### src/rtl/ubr_pkg.sv
`timescale 1ns/1ps
package ubr_pkg;

    localparam int unsigned BUS_W   = 18;
    localparam int unsigned N_PATHS = 2;

    // Controls for one direction of transfer
    typedef struct packed {
        logic drive_n;      // destination drive, active low
        logic pass;         // transparent when high
        logic strobe;       // sampled capture strobe
        logic gate_n;       // strobe qualifier, active low
    } dir_ctrl_t;

    typedef enum logic [1:0] {
        M_HOLD    = 2'd0,
        M_PASS    = 2'd1,
        M_CAPTURE = 2'd2
    } path_mode_e;

    // Pass wins over everything; a gated rising strobe captures.
    function automatic path_mode_e pick_mode(input logic pass,
                                             input logic rise,
                                             input logic gate_n);
        if (pass)
            return M_PASS;
        else if (rise && !gate_n)
            return M_CAPTURE;
        else
            return M_HOLD;
    endfunction

endpackage

### src/rtl/ubr_edge_det.sv
`timescale 1ns/1ps
module ubr_edge_det (
    input  logic clk,
    input  logic rst,
    input  logic lvl,
    output logic rise
);
    logic prev_q;

    // Loaded with the live level in reset too, so a strobe that is high
    // at release is never mistaken for an edge.
    always_ff @(posedge clk) begin
        prev_q <= lvl;
    end

    assign rise = lvl && !prev_q && !rst;

endmodule

### src/rtl/ubr_path.sv
`timescale 1ns/1ps
module ubr_path
    import ubr_pkg::*;
#(
    parameter int unsigned W = BUS_W
) (
    input  logic            clk,
    input  logic            rst,
    input  dir_ctrl_t       ctrl,
    input  logic [W-1:0]    src,
    output logic [W-1:0]    dst,
    output logic            drive
);
    logic          rise;
    path_mode_e    mode;
    logic [W-1:0]  store_q;

    ubr_edge_det u_edge (
        .clk  (clk),
        .rst  (rst),
        .lvl  (ctrl.strobe),
        .rise (rise)
    );

    assign mode = pick_mode(ctrl.pass, rise, ctrl.gate_n);

    always_ff @(posedge clk) begin
        if (rst) begin
            store_q <= '0;
        end else begin
            case (mode)
                M_PASS, M_CAPTURE: store_q <= src;
                default:           store_q <= store_q;
            endcase
        end
    end

    assign dst   = ctrl.pass ? src : store_q;
    assign drive = !ctrl.drive_n && !rst;

    // while passing, the store tracks the source each edge
    p_follow_r2: assert property (@(posedge clk) disable iff (rst)
        ctrl.pass |=> (store_q == $past(src)));

    // a gated rising strobe captures the source
    p_capture_r4: assert property (@(posedge clk) disable iff (rst)
        (!ctrl.pass && rise && !ctrl.gate_n) |=> (store_q == $past(src)));

    // gate high blocks every strobe
    p_gated_r5: assert property (@(posedge clk) disable iff (rst)
        (!ctrl.pass && ctrl.gate_n) |=> $stable(store_q));

    // no rising strobe, no change
    p_steady_r6: assert property (@(posedge clk) disable iff (rst)
        (!ctrl.pass && !rise) |=> $stable(store_q));

endmodule

### src/rtl/ubr_top.sv
`timescale 1ns/1ps
module ubr_top
    import ubr_pkg::*;
#(
    parameter int unsigned W = BUS_W
) (
    input  logic          clk,
    input  logic          rst,
    input  logic [W-1:0]  a_in,
    input  logic [W-1:0]  b_in,
    input  logic          ab_oe_n,
    input  logic          ab_le,
    input  logic          ab_clk,
    input  logic          ab_clken_n,
    input  logic          ba_oe_n,
    input  logic          ba_le,
    input  logic          ba_clk,
    input  logic          ba_clken_n,
    output logic [W-1:0]  b_out,
    output logic          b_drive,
    output logic [W-1:0]  a_out,
    output logic          a_drive
);
    localparam int unsigned P_AB = 0;
    localparam int unsigned P_BA = 1;

    dir_ctrl_t    ctl  [N_PATHS];
    logic [W-1:0] src  [N_PATHS];
    logic [W-1:0] dst  [N_PATHS];
    logic         drv  [N_PATHS];

    assign ctl[P_AB] = '{drive_n: ab_oe_n, pass: ab_le,
                         strobe: ab_clk, gate_n: ab_clken_n};
    assign ctl[P_BA] = '{drive_n: ba_oe_n, pass: ba_le,
                         strobe: ba_clk, gate_n: ba_clken_n};
    assign src[P_AB] = a_in;
    assign src[P_BA] = b_in;

    genvar d;
    generate
        for (d = 0; d < N_PATHS; d++) begin : g_dir
            ubr_path #(.W(W)) u_path (
                .clk   (clk),
                .rst   (rst),
                .ctrl  (ctl[d]),
                .src   (src[d]),
                .dst   (dst[d]),
                .drive (drv[d])
            );
        end
    endgenerate

    assign b_out   = dst[P_AB];
    assign b_drive = drv[P_AB];
    assign a_out   = dst[P_BA];
    assign a_drive = drv[P_BA];

    // a disabled drive control never lets a port drive
    p_drive_off_r7: assert property (@(posedge clk) disable iff (rst)
        (ab_oe_n |-> !b_drive) and (ba_oe_n |-> !a_drive));

endmodule

### config.mk
export PLATFORM = sky130hd
export DESIGN_NAME = ubr_top
export DESIGN_NICKNAME = d
export VERILOG_FILES = /design/src/rtl/ubr_pkg.sv /design/src/rtl/ubr_edge_det.sv /design/src/rtl/ubr_path.sv /design/src/rtl/ubr_top.sv
export SDC_FILE = /design/constraint.sdc
export NUM_CORES = 1
export LEC_CHECK = 0
export ABC_CLOCK_PERIOD_IN_PS = 1800
export BUFFER_PORTS_ARGS = -buffer_cell sky130_fd_sc_hd__buf_2
export CAP_MARGIN = 20
export CORE_UTILIZATION = 25
export CTS_BUF_LIST = sky130_fd_sc_hd__clkbuf_8
export DETAILED_ROUTE_END_ITERATION = 10
export PLACE_DENSITY = 0.58
export SLEW_MARGIN = 5
export SYNTH_ARGS = -nofsm -noshare
export SYNTH_HDL_FRONTEND = slang
export SYNTH_SLANG_ARGS = --single-unit
### constraint.sdc
create_clock -name clk -period 1.8 [get_ports clk]
set_input_delay 0 -clock clk [delete_from_list [all_inputs] [get_ports clk]]
set_output_delay 0 -clock clk [all_outputs]
set_load 0.01 [all_outputs]
; Word level (Yosys, flattened, before mapping)
; Cells that the tools add are included.
[word_totals]
inputBits = 46
reg_bits = 38
word_cells = 31
[classes]
muxes = 6
n_reduce_logical = 17
eq_ne = 4
[ops]
columns = operator, n
row1 = $mux W18, 2
row2 = $logic_and A1 B1 Y1, 8
row3 = $mux W2, 4
row4 = $logic_not A1 Y1, 7
row5 = $eq A2 B1 Y1 const B, 2
row6 = $eq A2 B2 Y1 const B, 2
row7 = $reduce_or A2 Y1, 2

; Logic depth before layout (Yosys ltp)
; Gate-level depths: netlist (run 1).
[depth]
depth_word = 8
ltp_mapped = 4
mapped_depth_nobuf = 3

; Modules after synthesis
; A second synthesis (run 1) with hierarchy kept.
[hier_totals]
hier_cells = 206
area_unflattened_um2 = 2182.1
[modules_own_cells]
columns = mod, area_each_um2, cells_each, seq_area_each_um2, instances
row1 = ubr_path, 1058.5, 101, 360.3, 2
row2 = ubr_edge_det, 32.5, 2, 20.0, 2

; Least setup slack after synthesis (run 1)
; Ideal clock, no wire load.
[synth_path]
path_type = flip-flop to flip-flop
from = reg g_dir[1].u_path.u_edge.prev_q
to = reg g_dir[1].u_path.store_q[10]
path_slack_ns = 0.705
period_less_slack_ns = 1.095
path_stages_with_launch = 4
n_path_buf = 0
setup_time_ns = 0.117
arrival_ns = 0.978
path_cell_list = dfxtp_1 -> nor4b_4 -> nor2_1 -> a32o_1
[synth_via]
elab_chain_cells = 8
elab_cells_between_ends = 9
classes_between = eq/ne: 2 / mux: 2 / reduce/logical: 5
[synth_lines]
columns = element, line_no
row1 = "start, declared", ubr_edge_det.sv:8  ; logic prev_q;
row2 = "start signal, assigned", ubr_edge_det.sv:13  ; prev_q <= lvl;
row3 = $logic_not A1 Y1 *, ubr_edge_det.sv:16  ; assign rise = lvl && !prev_q && !rst;
row4 = $logic_and A1 B1 Y1 * (2 in a row), ubr_edge_det.sv:16
row5 = $logic_and A1 B1 Y1 *, ubr_pkg.sv:27  ; else if (rise && !gate_n)
row6 = $mux W2 *, ubr_pkg.sv:27
row7 = $mux W2 *, ubr_pkg.sv:25  ; if (pass)
row8 = $eq A2 B1 Y1 / $eq A2 B2 Y1 (equally long branches), ubr_path.sv:31  ; case (mode)
row9 = $reduce_or A2 Y1 *, ubr_path.sv:31
row10 = "end signal, assigned", ubr_path.sv:32  ; M_PASS, M_CAPTURE: store_q <= src;
row11 = "end signal, assigned", ubr_path.sv:33  ; default: store_q <= store_q;
row12 = "end, declared", ubr_path.sv:16  ; logic [W-1:0] store_q;
; Every way passes the cells marked *; elsewhere a longest branch is shown, timed or not.
; A chain may end at the register's enable or synchronous reset.

; Worst setup path after layout (run 1)
[layout_path]
from = in ba_clk
to = reg g_dir[1].u_path.store_q[15]
[layout_via]
elab_chain_cells = 7
elab_cells_between_ends = 8
classes_between = eq/ne: 2 / mux: 2 / reduce/logical: 4
[layout_lines]
columns = element, line_no
row1 = "start, declared", ubr_top.sv:17  ; input logic ba_clk,
row2 = $logic_and A1 B1 Y1 * (2 in a row), ubr_edge_det.sv:16
row3 = $logic_and A1 B1 Y1 *, ubr_pkg.sv:27
row4 = $mux W2 *, ubr_pkg.sv:27
row5 = $mux W2 *, ubr_pkg.sv:25
row6 = $eq A2 B1 Y1 / $eq A2 B2 Y1 (equally long branches), ubr_path.sv:31
row7 = $reduce_or A2 Y1 *, ubr_path.sv:31
; Marked as above.

==> flow_summary_export.csv, run 1 <==
group,metric,value,unit
finish,num_antenna_cells,0,
yosys,syn_inst,194,
drt,drtIter0Drc,46,
clock_network,cts.path.max_buffers,2,
finish,areaGrowthSynthToFinish,50.82,%
clock_network,post_cts_buffers,0,
yosys,syn_avg_cell_area,9.887,um^2
yosys,synth_edf_count,0,
global_route,grt_pass1_vias,1548,
global_route,overflow,0,
yosys,ys_types,17,
clock_network,cts_buffers,5,
timing,worst-slew-pin-transition,0.8491,ns
power,pwr-share-clk,31.3,%
yosys,synth_common_cells,"nand2_1, dfxtp_1, mux2_2",
clock_network,clockRootBuffer,"clkbuf_8",
floorplan,rows,31,
floorplan,ioPinCount,84,
setup_path,cp.required,2.02,ns
yosys,synth_adder_area_share,0,%
yosys,synth_compound_area_share,3.001,%
power,p_per_area,696.5,mW/mm^2
run_status,status,"completed",
global_route,grt_usage,11.41,%
finish,fin_nets,358,
setup_path,cp_max_fo,13,
global_route,antenna_found_initial,0,
power,power.net_switching,552.0,uW
setup_path,startpoint_type,"primary input",
power,comb_power_share,22.9,%
timing,max_freq,0.6683,GHz
floorplan,start_util,26.16,%
power,internal_power,1463,uW
timing,timing.final.crit_share,83.13,%
yosys,netlist_area,0.001918,mm^2
yosys,synth_largest_area_cell,"dfxtp_1",
clock_network,clk_latency,0.29,ns
global_route,grt_first_pass_wirelength,6989,um
finish,stdcell_count,412,
placed_design,portBuffers,83,
global_route,grt_max_degree,40,
floorplan,dieHeight,89.59,um
yosys,ys_ff_latch,38,
drt,routedWlPerCell,10.83,um
drt,wl,4462,um
power,leakagePower,0.001376,uW
timing,setup_viol,0,
clock_network,cts.sinks,38,
yosys,synthSimpleGateAreaFrac,16.11,%
yosys,async_flop_share,0,%
clock_network,cts_tree,"yes",
drt,via_count,1738,
placed_design,dpl.hpwl,2922,um
timing,slew_viol_final,0,
drt,drc,0,
yosys,synth_top_family_by_area,"multiplexers",
yosys,synth-main-ff-cell,"dfxtp_1",
yosys,synth_top_area_share,39.66,%
drt,dr.pass1.iters,4,
timing,slew_headroom,43.33,%
floorplan,die_w,89.59,um
placed_design,place_congestion,0.6260,
timing,period_needed,1.496,ns
timing,tns,0,ns
yosys,synth_top_cells_by_area,"dfxtp_1, mux2_2, mux2i_1",
clock_network,h-tree-depth,2,
yosys,synth_mux_area_share,37.31,%
timing,holdWs,0.2250,ns
finish,drive_above_1_share,42.81,%
placed_design,place_inst,366,
yosys,ys_seq_area_share,39.66,%
timing,hold_viol,0,
yosys,yosys_warnings,0,
power,pwr-share-seq,45.9,%
setup_path,path_class,"in2reg",
drt,viasPerCell,4.218,
setup_path,cp.arrival,1.72,ns
yosys,postSynthNetCount,240,
setup_path,end_kind,"flip-flop",
power,ir_drop,384.8,uV
floorplan,core_area,0.007331,mm^2
timing,rsz0062_at_grt,"false",
power,power,2015,uW
run,maxCapViolations,0,
timing,skew,0.004058,ns
yosys,synth_most_common_cell,"nand2_1",
power,p_sw_share,27.40,%
worst_hold_path,hold_path_class,"in2out",
clock_network,clkTransAtPathRegs,0.08,ns
drt,ant_nets,0,
yosys,synth-xor-area-share,0,%
floorplan,dieArea,0.008026,mm^2
## per-layer routing
| layer | global-route usage (%) | up-vias | share of wire (%) |
|---|---|---|---|
| li1 | - | 897 | - |
| met1 | 13.04 | 788 | 47 |
| met2 | 20.52 | 48 | 48 |
| met3 | 3.016 | 5 | 4.4 |
| met4 | 3.896 | 0 | 1.1 |
| met5 | 0 | - | 0 |
## cell type report
| class | count | area, um^2 |
|---|---|---|
| clock buffer | 6 | 82.58 |
| clock inverter | 2 | 12.51 |
| fill | 726 | 4438 |
| inverter | 2 | 7.507 |
| multi-input combinational | 142 | 1082 |
| sequential | 38 | 760.7 |
| tap | 99 | 123.9 |
| timing repair buffer | 123 | 823.3 |
## worst paths after layout
| check | startpoint | end | slack (ns) | cells after the start |
|---|---|---|---|---|
| worst max-delay path | ba_clk | g_dir[1].u_path.store_q[15] | 0.30 | 5 |
| worst min-delay path | ab_oe_n | b_drive | 0.22 | 3 |
| worst max register to register | g_dir[1].u_path.u_edge.prev_q | g_dir[1].u_path.store_q[15] | 0.40 | 3 |
| worst min register to register | g_dir[0].u_path.store_q[5] | g_dir[0].u_path.store_q[5] | 0.46 | 2 |
## cells in the final DEF, fill, tap and decap left out, types with 2 or more instances in the layout
cell           instances
dlygate4sd3_1         38
nand2_1               62
mux2i_1               31
nor4b_4                2
dfxtp_1               38
nor2_1                 3
buf_2                 83
mux2_2                36
clkbuf_8               6
a32o_1                 5
## logic make-up after synthesis
logic type             count (synthesis)
multiplexers                          67
buffers and inverters                 14
AND/OR/NAND/NOR                       69
AO/OA/AOI/OAI                          6
flip-flops                            38
## critical path, cell delays in order
cell           delay [ns]
dlygate4sd3_1        0.54
buf_2                0.13
nor4b_4              0.13
nor2_2               0.65
mux2i_1              0.26
## stage by stage
| step | setup WS, ns | cell area [um^2] | util [%] |
|---|---|---|---|
| 2_1_floorplan | 0.7049 | 1918 | - |
| 3_3_place_gp | 0.4235 | 2417 | 32.97 |
| 3_5_place_dp | 0.3881 | 2417 | 32.97 |
| 4_1_cts | 0.2965 | 2893 | 39.46 |
| 5_1_grt | 0.2077 | 2893 | 39.46 |
| 6_report | 0.3036 | 2893 | 39.46 |
## timing repair
item	CTS	global route
endpoints found under the hold margin	38	0
resized for setup	0	0
hold buffers	38	0
## flip-flops by register name (all words and copies together) (netlist names)
name                        flops
g_dir.u_path.u_edge.prev_q      2
g_dir.u_path.store_q           36
## power by group through the flow
stage | logic [uW] | clock network, uW | registers, uW
2_1_floorplan | 254 | 0 | 936
3_3_place_gp | 396 | 0 | 942
3_5_place_dp | 402 | 0 | 943
4_1_cts | 466 | 659 | 924
5_1_grt | 512 | 677 | 932
6_report | 461 | 630 | 924
No activity file was read; power rests on OpenSTA's default activity.
==> inputs of run 2 (changes only) <==
--- a/config.mk
+++ b/config.mk
@@ -5,7 +5,8 @@
 export SDC_FILE = /design/constraint.sdc
 export NUM_CORES = 1
 export LEC_CHECK = 0
-export ABC_CLOCK_PERIOD_IN_PS = 1800
+export ABC_AREA = 1
+export ABC_CLOCK_PERIOD_IN_PS = 1350
 export BUFFER_PORTS_ARGS = -buffer_cell sky130_fd_sc_hd__buf_2
 export CAP_MARGIN = 20
 export CORE_UTILIZATION = 25
==> constraint.sdc (replaced) <==
create_clock -name clk -period 1.35 [get_ports clk]
set_input_delay 0 -clock clk [delete_from_list [all_inputs] [get_ports clk]]
set_output_delay 0 -clock clk [all_outputs]
set_load 0.01 [all_outputs]
==> flow_summary_export.csv, run 2 <==
group,metric,value,unit
yosys,synth_compound_area_share,17.03,%
yosys,synth_mux_area_share,0,%
floorplan,core_area,0.008217,mm^2
global_route,grt_max_degree,37,
floorplan,dieArea,0.008835,mm^2
setup_path,end_kind,"flip-flop",
finish,top_register,"g_dir.u_path.store_q",
drt,ant_nets,0,
setup_path,cp_max_fo,27,
setup_path,reg2reg_slack,0.25,ns
yosys,ys_ff_latch,38,
yosys,synth-xor-area-share,0,%
setup_path,crit_chain,"dlygate4sd3_1 -> buf_2 -> inv_1 -> nor2_1 -> nand2_4 -> nand2_1 -> a21oi_1",
yosys,netlist_area,0.002116,mm^2
timing,tns,0,ns
timing,period_needed,1.213,ns
yosys,synth_common_cells,"nand2_1, nor2_1, a21oi_1, inv_1, dfxtp_1",
setup_path,startpoint_type,"primary input",
finish,drive_above_1_share,24.94,%
yosys,synth_adder_area_share,0,%
drt,routedWlPerCell,9.716,um
clock_network,clk_latency,0.29,ns
global_route,grt_usage,12.25,%
global_route,grt_first_pass_wirelength,8576,um
yosys,synth_largest_area_cell,"dfxtp_1",
clock_network,cts.path.max_buffers,2,
yosys,synth_edf_count,0,
floorplan,rows,33,
yosys,syn_inst,325,
clock_network,clkTransAtPathRegs,0.08,ns
yosys,synthSimpleGateAreaFrac,31.64,%
floorplan,ioPinCount,84,
drt,wl,5266,um
floorplan,start_util,25.75,%
finish,layout_common_cells,"buf_2, nand2_1, nor2_1",
clock_network,cts_tree,"yes",
global_route,grt_pass1_vias,1995,
worst_hold_path,hold_path_class,"in2reg",
power,ir_drop,368.3,uV
timing,holdWs,0.1232,ns
setup_path,cp.required,1.53,ns
worst_hold_path,hold_start,"ba_clken_n",
yosys,ys_types,15,
floorplan,dieHeight,94.00,um
yosys,synth_top_family_by_area,"simple AND/OR/NAND/NOR gates",
finish,stdcell_count,542,
clock_network,cts.sinks,38,
clock_network,post_cts_buffers,0,
global_route,overflow,0,
yosys,synth-main-ff-cell,"dfxtp_1",
clock_network,cts_buffers,5,
yosys,ys_seq_area_share,35.96,%
clock_network,h-tree-depth,2,
worst_hold_path,hold_end,"g_dir[1].u_path.store_q[6]",
yosys,synth_most_common_cell,"nand2_1",
setup_path,cp.arrival,1.39,ns
finish,areaGrowthSynthToFinish,42.76,%
power,p_per_area,896.5,mW/mm^2
yosys,postSynthNetCount,371,
yosys,syn_avg_cell_area,6.510,um^2
finish,fillers,872,
timing,setup_viol,0,
yosys,async_flop_share,0,%
finish,final_common_cell,"buf_2",
timing,rsz0062_at_grt,"false",
floorplan,die_w,94.00,um
finish,largest_reg_flops,36,
timing,skew,0.006263,ns
drt,dr.pass1.iters,4,
timing,slew_viol_final,0,
drt,drtIter0Drc,41,
global_route,antenna_found_initial,0,
finish,fin_nets,482,
timing,hold_viol,0,
drt,via_count,2292,
worst_hold_path,holdPathStages,6,
placed_design,place_inst,496,
yosys,yosys_warnings,0,
setup_path,path_class,"in2reg",
clock_network,clockRootBuffer,"clkbuf_8",
placed_design,portBuffers,83,
timing,slew_headroom,67.31,%
setup_path,slowest_delay,0.52,ns
finish,reg_top3,"g_dir.u_path.store_q x36, g_dir.u_path.u_edge.prev_q x2",
setup_path,rr_startpoint,"g_dir[1].u_path.u_edge.prev_q",
setup_path,reg2reg_to,"g_dir[1].u_path.store_q[9]",
yosys,synth_top_area_share,35.96,%
finish,num_antenna_cells,0,
placed_design,place_congestion,0.7157,
timing,worst-slew-pin-transition,0.4896,ns
timing,max_freq,0.8241,GHz
setup_path,reg2reg_depth,4,
timing,timing.final.crit_share,89.88,%
setup_path,cp_slowest_cell,"dlygate4sd3_1",
drt,viasPerCell,4.229,
run_status,status,"completed",
drt,drc,0,
power,leakagePower,0.001555,uW
run,maxCapViolations,0,
placed_design,dpl.hpwl,3462,um
yosys,synth_top_cells_by_area,"dfxtp_1, nand2_1, a21oi_1",
[run 2: cell families after synthesis]
logic type	after synthesis
AND/OR/NAND/NOR	150
AO/OA/AOI/OAI	72
buffers and inverters	65
flip-flops	38
[run 2: repair_timing]
action,CTS,global route
hold buffers,38,0
endpoints found under the hold margin,38,0
resized for setup,0,0
[run 2: final cells by class]
type                            count  area, um^2  share of cell area (%)
Timing Repair Buffer              126       845.8                   28.00
Inverter                           43       161.4                   5.344
Clock buffer                        6       82.58                   2.734
Clock inverter                      2       8.758                  0.2900
Tap cell                          105       131.4                   4.350
Multi-Input combinational cell    222        1030                   34.09
Sequential cell                    38       760.7                   25.19
[run 2: through the flow]
step | util (%) | power (uW) | area, um^2 | setup WS [ns]
2_1_floorplan | - | 1652 | 2116 | 0.4275
3_3_place_gp | 31.02 | 1847 | 2549 | 0.2888
3_5_place_dp | 31.02 | 1860 | 2549 | 0.2381
4_1_cts | 36.76 | 2768 | 3020 | 0.1204
5_1_grt | 36.76 | 2917 | 3020 | 0.01507
6_report | 36.76 | 2708 | 3020 | 0.1366
[run 2: critical path, delay by kind of cell]
kind	cells	cell delay, ns
AND/OR/NAND/NOR	3	0.62
AO/OA/AOI/OAI	1	0.09
buffers and inverters	3	0.68
[run 2: worst max-delay path by stage]
stage	slack, ns	from	end
2_1_floorplan	0.43	g_dir[1].u_path.u_edge.prev_q	g_dir[1].u_path.store_q[11]
3_3_place_gp	0.29	g_dir[1].u_path.u_edge.prev_q	g_dir[1].u_path.store_q[7]
3_5_place_dp	0.24	g_dir[1].u_path.u_edge.prev_q	g_dir[1].u_path.store_q[6]
4_1_cts	0.12	ba_clk	g_dir[1].u_path.store_q[6]
5_1_grt	0.02	ba_clk	g_dir[1].u_path.store_q[8]
6_report	0.14	ba_clk	g_dir[1].u_path.store_q[9]
[run 2: power breakdown]
| part | internal [uW] | switching (uW) |
|---|---|---|
| Sequential | 1210 | 20.4 |
| Combinational | 318 | 371 |
| Clock | 405 | 389 |
| Total | 1930 | 780 |
[run 2: layer usage]
layer | global-route usage, % | vias up | part of all wire (%)
met1 | 14.18 | 987 | 48
met2 | 21.84 | 62 | 45
met4 | 4.103 | 0 | 1.3
li1 | - | 1238 | -
met3 | 2.994 | 5 | 5.1
met5 | 0 | - | 0
